### src/rtl/rdc_pkg.sv
package rdc_pkg;
  localparam int unsigned NUM_GROUPS = 2;
  localparam int unsigned GRP_A = 0;
  localparam int unsigned GRP_C = 1;

  typedef struct packed {
    logic reload;   // super-period boundary: both groups wrap, sample new selects
  } rdc_strobe_t;
endpackage

### src/rtl/rdc_group_counter.sv
module rdc_group_counter #(
  parameter int MAX_DIV = 12,
  localparam int SEL_W = $clog2(MAX_DIV + 1)
) (
  input  logic             clk,
  input  logic             rst,
  input  logic             reload,
  input  logic [SEL_W-1:0] selCode,
  output logic             divClk,
  output logic             atLast
);
  localparam logic [SEL_W-1:0] MIN_SEL = SEL_W'(2);
  localparam logic [SEL_W-1:0] MAX_SEL = SEL_W'(MAX_DIV);

  logic [SEL_W-1:0] divReg;
  logic [SEL_W-1:0] cnt;
  logic [SEL_W-1:0] halfDiv;

  function automatic logic [SEL_W-1:0] clampSel(input logic [SEL_W-1:0] s);
    if (s < MIN_SEL) return MIN_SEL;
    if (s > MAX_SEL) return MAX_SEL;
    return s;
  endfunction

  assign halfDiv = divReg >> 1;
  assign atLast  = (cnt == divReg - 1'b1);

  always_ff @(posedge clk) begin
    if (rst) begin
      cnt    <= '0;
      divClk <= 1'b0;
      divReg <= clampSel(selCode);
    end else begin
      divClk <= (cnt < halfDiv);
      if (atLast) cnt <= '0;
      else        cnt <= cnt + 1'b1;
      if (reload) divReg <= clampSel(selCode);
    end
  end

  assert_cnt_range_R2: assert property (@(posedge clk) disable iff (rst)
    cnt < divReg);
  assert_div_clamp_R8: assert property (@(posedge clk) disable iff (rst)
    (divReg >= MIN_SEL) && (divReg <= MAX_SEL));
  assert_rise_phase_R3: assert property (@(posedge clk) disable iff (rst)
    $rose(divClk) |-> (cnt == SEL_W'(1)));
  assert_select_hold_R7: assert property (@(posedge clk) disable iff (rst)
    !reload |=> $stable(divReg));
endmodule

### src/rtl/rdc_datapath.sv
module rdc_datapath
  import rdc_pkg::*;
#(
  parameter int MAX_DIV = 12,
  localparam int SEL_W = $clog2(MAX_DIV + 1)
) (
  input  logic                  clk,
  input  logic                  rst,
  input  rdc_strobe_t           strobe,
  input  logic [SEL_W-1:0]      selCode [NUM_GROUPS],
  output logic [NUM_GROUPS-1:0] divClk,
  output logic [NUM_GROUPS-1:0] atLast
);
  for (genvar g = 0; g < NUM_GROUPS; g++) begin : gen_group
    rdc_group_counter #(.MAX_DIV(MAX_DIV)) u_cnt (
      .clk    (clk),
      .rst    (rst),
      .reload (strobe.reload),
      .selCode(selCode[g]),
      .divClk (divClk[g]),
      .atLast (atLast[g])
    );
  end
endmodule

### src/rtl/rdc_ctrl.sv
module rdc_ctrl
  import rdc_pkg::*;
(
  input  logic                  clk,
  input  logic                  rst,
  input  logic [NUM_GROUPS-1:0] atLast,
  output rdc_strobe_t           strobe,
  output logic                  syncN
);
  logic coincNext;

  // every group on its final count: all wrap together on the coming edge
  assign coincNext     = &atLast;
  assign strobe.reload = coincNext;

  always_ff @(posedge clk) begin
    if (rst) syncN <= 1'b1;
    else     syncN <= !coincNext;
  end

  assert_sync_single_R5: assert property (@(posedge clk) disable iff (rst)
    !syncN |=> syncN);
endmodule

### src/rtl/ratio_sync_gen.sv
module ratio_sync_gen
  import rdc_pkg::*;
#(
  parameter int MAX_DIV = 12,
  localparam int SEL_W = $clog2(MAX_DIV + 1)
) (
  input  logic             clk,
  input  logic             rst,
  input  logic [SEL_W-1:0] selA,
  input  logic [SEL_W-1:0] selC,
  output logic             clkA,
  output logic             clkC,
  output logic             syncN
);
  rdc_strobe_t           strobe;
  logic [SEL_W-1:0]      selArr [NUM_GROUPS];
  logic [NUM_GROUPS-1:0] divClk;
  logic [NUM_GROUPS-1:0] atLast;

  assign selArr[GRP_A] = selA;
  assign selArr[GRP_C] = selC;

  rdc_ctrl u_ctrl (
    .clk   (clk),
    .rst   (rst),
    .atLast(atLast),
    .strobe(strobe),
    .syncN (syncN)
  );

  rdc_datapath #(.MAX_DIV(MAX_DIV)) u_dp (
    .clk    (clk),
    .rst    (rst),
    .strobe (strobe),
    .selCode(selArr),
    .divClk (divClk),
    .atLast (atLast)
  );

  assign clkA = divClk[GRP_A];
  assign clkC = divClk[GRP_C];

  assert_sync_lead_R5: assert property (@(posedge clk) disable iff (rst)
    !syncN |=> ($rose(clkA) && $rose(clkC)));
  assert_coinc_flagged_R6: assert property (@(posedge clk) disable iff (rst)
    ($rose(clkA) && $rose(clkC) && !$past(rst, 2)) |-> !$past(syncN));
endmodule

### config.mk
export PLATFORM = sky130hd
export DESIGN_NAME = ratio_sync_gen
export DESIGN_NICKNAME = d
export VERILOG_FILES = /design/src/rtl/rdc_pkg.sv /design/src/rtl/rdc_group_counter.sv /design/src/rtl/rdc_datapath.sv /design/src/rtl/rdc_ctrl.sv /design/src/rtl/ratio_sync_gen.sv
export SDC_FILE = /design/constraint.sdc
export NUM_CORES = 1
export LEC_CHECK = 0
export ABC_AREA = 1
export CORE_ASPECT_RATIO = 1.1
export CORE_UTILIZATION = 40
export DETAILED_ROUTE_END_ITERATION = 10
export PLACE_DENSITY_LB_ADDON = 0.12
export REMOVE_ABC_BUFFERS = 1
export SETUP_SLACK_MARGIN = 0.3
export SLEW_MARGIN = 20
export SYNTH_ARGS = -nofsm -noshare
export SYNTH_HDL_FRONTEND = slang
export SYNTH_SLANG_ARGS = --single-unit
export TNS_END_PERCENT = 50
### constraint.sdc
create_clock -name clk -period 2.3 [get_ports clk]
set_input_delay 0.345 -clock clk [delete_from_list [all_inputs] [get_ports clk]]
set_output_delay 0.345 -clock clk [all_outputs]
set_load 0.01 [all_outputs]
==> results.sh <==
export IMPL_layout_min_cycle_time_ns=1.79
export IMPL_ant_nets=0
export IMPL_r2r_end="u_dp.gen_group[1].u_cnt.divReg[1]"
export IMPL_dp_hpwl_um=1590
export IMPL_io_pins=13
export IMPL_grt_overflow=0
export IMPL_finalCritPeriodShare_pct=77.7
export IMPL_synth_flop_cell="dfxtp_1"
export IMPL_min_from="u_dp.gen_group[1].u_cnt.cnt[0]"
export IMPL_routed_wirelength_um=1940
export IMPL_antenna_found_initial=0
export IMPL_ys_ff_latch=19
export IMPL_whs_endpoint="u_dp.gen_group[1].u_cnt.cnt[0]"
export IMPL_pre_cts_ws_ns=0.415
export IMPL_die_h_um=58.9
export IMPL_yosysTopAreaCellShare_pct=20.4
export IMPL_drtIter0Drc=7
export IMPL_fmax_mhz=559
export IMPL_synthArstFlopShare_pct=0
export IMPL_clock_sinks=19
export IMPL_postCtsHoldBufs=0
export IMPL_clkTransAtPathRegs_ns=0.10
export IMPL_num_vias=983
export IMPL_min_path_cells=1
export IMPL_power_density_mw_per_mm2=561
export IMPL_drt_vias_per_instance=4.64
export IMPL_outcome="finished clean"
export IMPL_worstMarginPinSlew_ns=0.269
export IMPL_setup_viol=0
export IMPL_grt_total_usage_pct=15.2
export IMPL_n_antenna_cell=0
export IMPL_reg2reg_depth=9
export IMPL_slew_viol_final=0
export IMPL_relSlewSlack_pct=82.0
export IMPL_hold_violations=0
export IMPL_fin_setup_tns_ns=0
export IMPL_finClkSkew_ns=0.0143
export IMPL_critPathKind="register to register"
export IMPL_grt_pass1_vias=879
export IMPL_ys_types=19
export IMPL_finalPower_uw=760
export IMPL_synth_area_per_cell_sq_um=7.06
export IMPL_drv_cap=0
export IMPL_area_growth_pct=15.0
export IMPL_clockBufferDepth=2
export IMPL_netlist_area_sq_mm=0.00118
export IMPL_finish_net_count=198
export IMPL_port_buffers=12
export IMPL_grt_max_degree=12
export IMPL_fp_row_count=20
export IMPL_cts_resized=0
export IMPL_yosysMostFrequentCell="nand2_1"
export IMPL_yosysTopAreaCell="edfxtp_1"
export IMPL_cts_root_buf="clkbuf_4"
export IMPL_post_cts_buffers=0
export IMPL_leakage_nw=0.665
export IMPL_routedWlPerCell_um=9.17
export IMPL_peakVddDrop_mv=0.427
export IMPL_hp_class="register to register"
export IMPL_synthTopCellsByCount="nand2_1 (51), inv_1 (21), nor2_1 (20)"
export IMPL_remaining_drc_errors=0
export IMPL_cp_max_fo=8
export IMPL_fin_ws_ns=0.512
export IMPL_synthTopCellsByArea="edfxtp_1 (20%), dfxtp_1 (19%), nand2_1 (16%)"
export IMPL_dr_pass1_iters=4
export IMPL_r2r_start="u_dp.gen_group[1].u_cnt.divReg[0]"
export IMPL_crit_arrival_ns=1.79
export IMPL_numCtsBuffers=3
export IMPL_initial_utilization_pct=42.4
export IMPL_drive_above_1_share_pct=14.5
export IMPL_rsz0062_at_grt="false"
export IMPL_clk_latency_ns=0.30
export IMPL_yosys_warnings=0
export IMPL_ys_seq_area_share_pct=39.1
export IMPL_synth_edf_count=8
export IMPL_worst_setup_path_start_kind="register"
export IMPL_synth_cells=167
export IMPL_grt_pass1_wl_um=3430
export IMPL_worstSetupEndpointType="register"
export IMPL_cts_tree="built"
export IMPL_htreeDepth=1
export IMPL_num_fill_cells=298
export IMPL_ff2ff_setup_slack_ns=0.51
export IMPL_dieWidth_um=53.8
export IMPL_core_area_sq_mm=0.00278
export IMPL_die_area_sq_mm=0.00317
export IMPL_place_congestion=0.855
export IMPL_worstPathRequired_ns=2.30
==> how the worst max path moves through the flow <==
stage,end,from,depth (start not counted),slack (ns)
after floorplan,u_dp.gen_group[0].u_cnt.divReg[0],u_dp.gen_group[1].u_cnt.divReg[0],9,0.58
after global placement,u_dp.gen_group[1].u_cnt.divReg[1],u_dp.gen_group[1].u_cnt.divReg[0],9,0.41
after detailed placement,u_dp.gen_group[1].u_cnt.divReg[1],u_dp.gen_group[1].u_cnt.divReg[0],9,0.41
after CTS,u_dp.gen_group[1].u_cnt.divReg[1],u_dp.gen_group[1].u_cnt.divReg[0],9,0.39
after global routing,u_dp.gen_group[1].u_cnt.divReg[0],u_dp.gen_group[1].u_cnt.divReg[0],10,0.32
final,u_dp.gen_group[1].u_cnt.divReg[1],u_dp.gen_group[1].u_cnt.divReg[0],9,0.51
==> worst max-delay path: stages (launching register included) <==
cell	delay [ns]
edfxtp_1	0.46
inv_2	0.12
ha_1	0.26
nand2_1	0.09
nand2_1	0.07
nor2_2	0.10
nand2_1	0.07
nor2_2	0.12
nand2_1	0.07
nand2_2	0.15
==> cell usage in the layout, fill, tap and decap left out <==
master / count
nand2_1: 50
inv_1: 21
nor2_1: 20
clkdlybuf4s50_1: 12
dfxtp_1: 11
nand3_1: 10
ha_1: 8
edfxtp_1: 8
inv_2: 7
nand2_2: 6
nor2_2: 5
o21ai_0: 4
clkbuf_4: 3
nand3_2: 2
or2_2: 2
a21oi_1: 2
xor2_1: 2
xnor2_1: 2
a211oi_1: 2
nand4_1: 1
clkinv_2: 1
==> stage by stage <==
stage                     hold WS (ns)  instance area, sq um  utilization (%)  std cells
final                            0.533                  1360             48.8        212
after global routing             0.567                  1360             48.8        212
after CTS                        0.542                  1350             48.7        212
after detailed placement         0.511                  1330             47.7        208
after global placement           0.493                  1330             47.7        208
after floorplan                  0.444                  1160                -        163
==> where the power goes <==
| part | leakage (nW) | internal [mW] | total, mW | switching (mW) |
|---|---|---|---|---|
| clock | 0.0177 | 0.0648 | 0.171 | 0.107 |
| combinational | 0.478 | 0.0820 | 0.181 | 0.0985 |
| sequential | 0.169 | 0.380 | 0.408 | 0.0282 |
==> cell families (layout without fill, tap and decap cells) <==
logic type	Yosys count	count (layout)	share of synthesized area (%)
buffers and inverters	32	44	10.2
XOR/XNOR	4	4	2.97
adder cells (fa/ha/maj)	8	8	8.49
AO/OA/AOI/OAI	8	8	3.82
AND/OR/NAND/NOR	96	96	35.5
flip-flops	19	19	39.1
==> layout make-up <==
cell class                      count  area, sq um  share of cell area, %
Clock buffer                        3         22.5                   1.66
Clock inverter                      1         5.00                  0.369
Inverter                           28          105                   7.76
Multi-Input combinational cell    116          601                   44.3
Sequential cell                    19          460                   34.0
Tap cell                           33         41.3                   3.05
Timing Repair Buffer               12          120                   8.86
==> flip-flops by register name (all words and copies together) (netlist names) <==
register and cells:
u_dp.gen_group.u_cnt.divReg 8, u_dp.gen_group.u_cnt.divClk 2, u_dp.gen_group.u_cnt.cnt 8, u_ctrl.syncN 1
==> metal layers <==
| layer | wire length, um | up-vias | track usage, % |
|---|---|---|---|
| met5 | 0 | - | 0 |
| met4 | 12 | 0 | 6.77 |
| met3 | 64 | 2 | 3.10 |
| met2 | 886 | 15 | 25.0 |
| met1 | 980 | 429 | 18.5 |
| li1 | - | 537 | - |
Power figures use the tool's default switching activity.
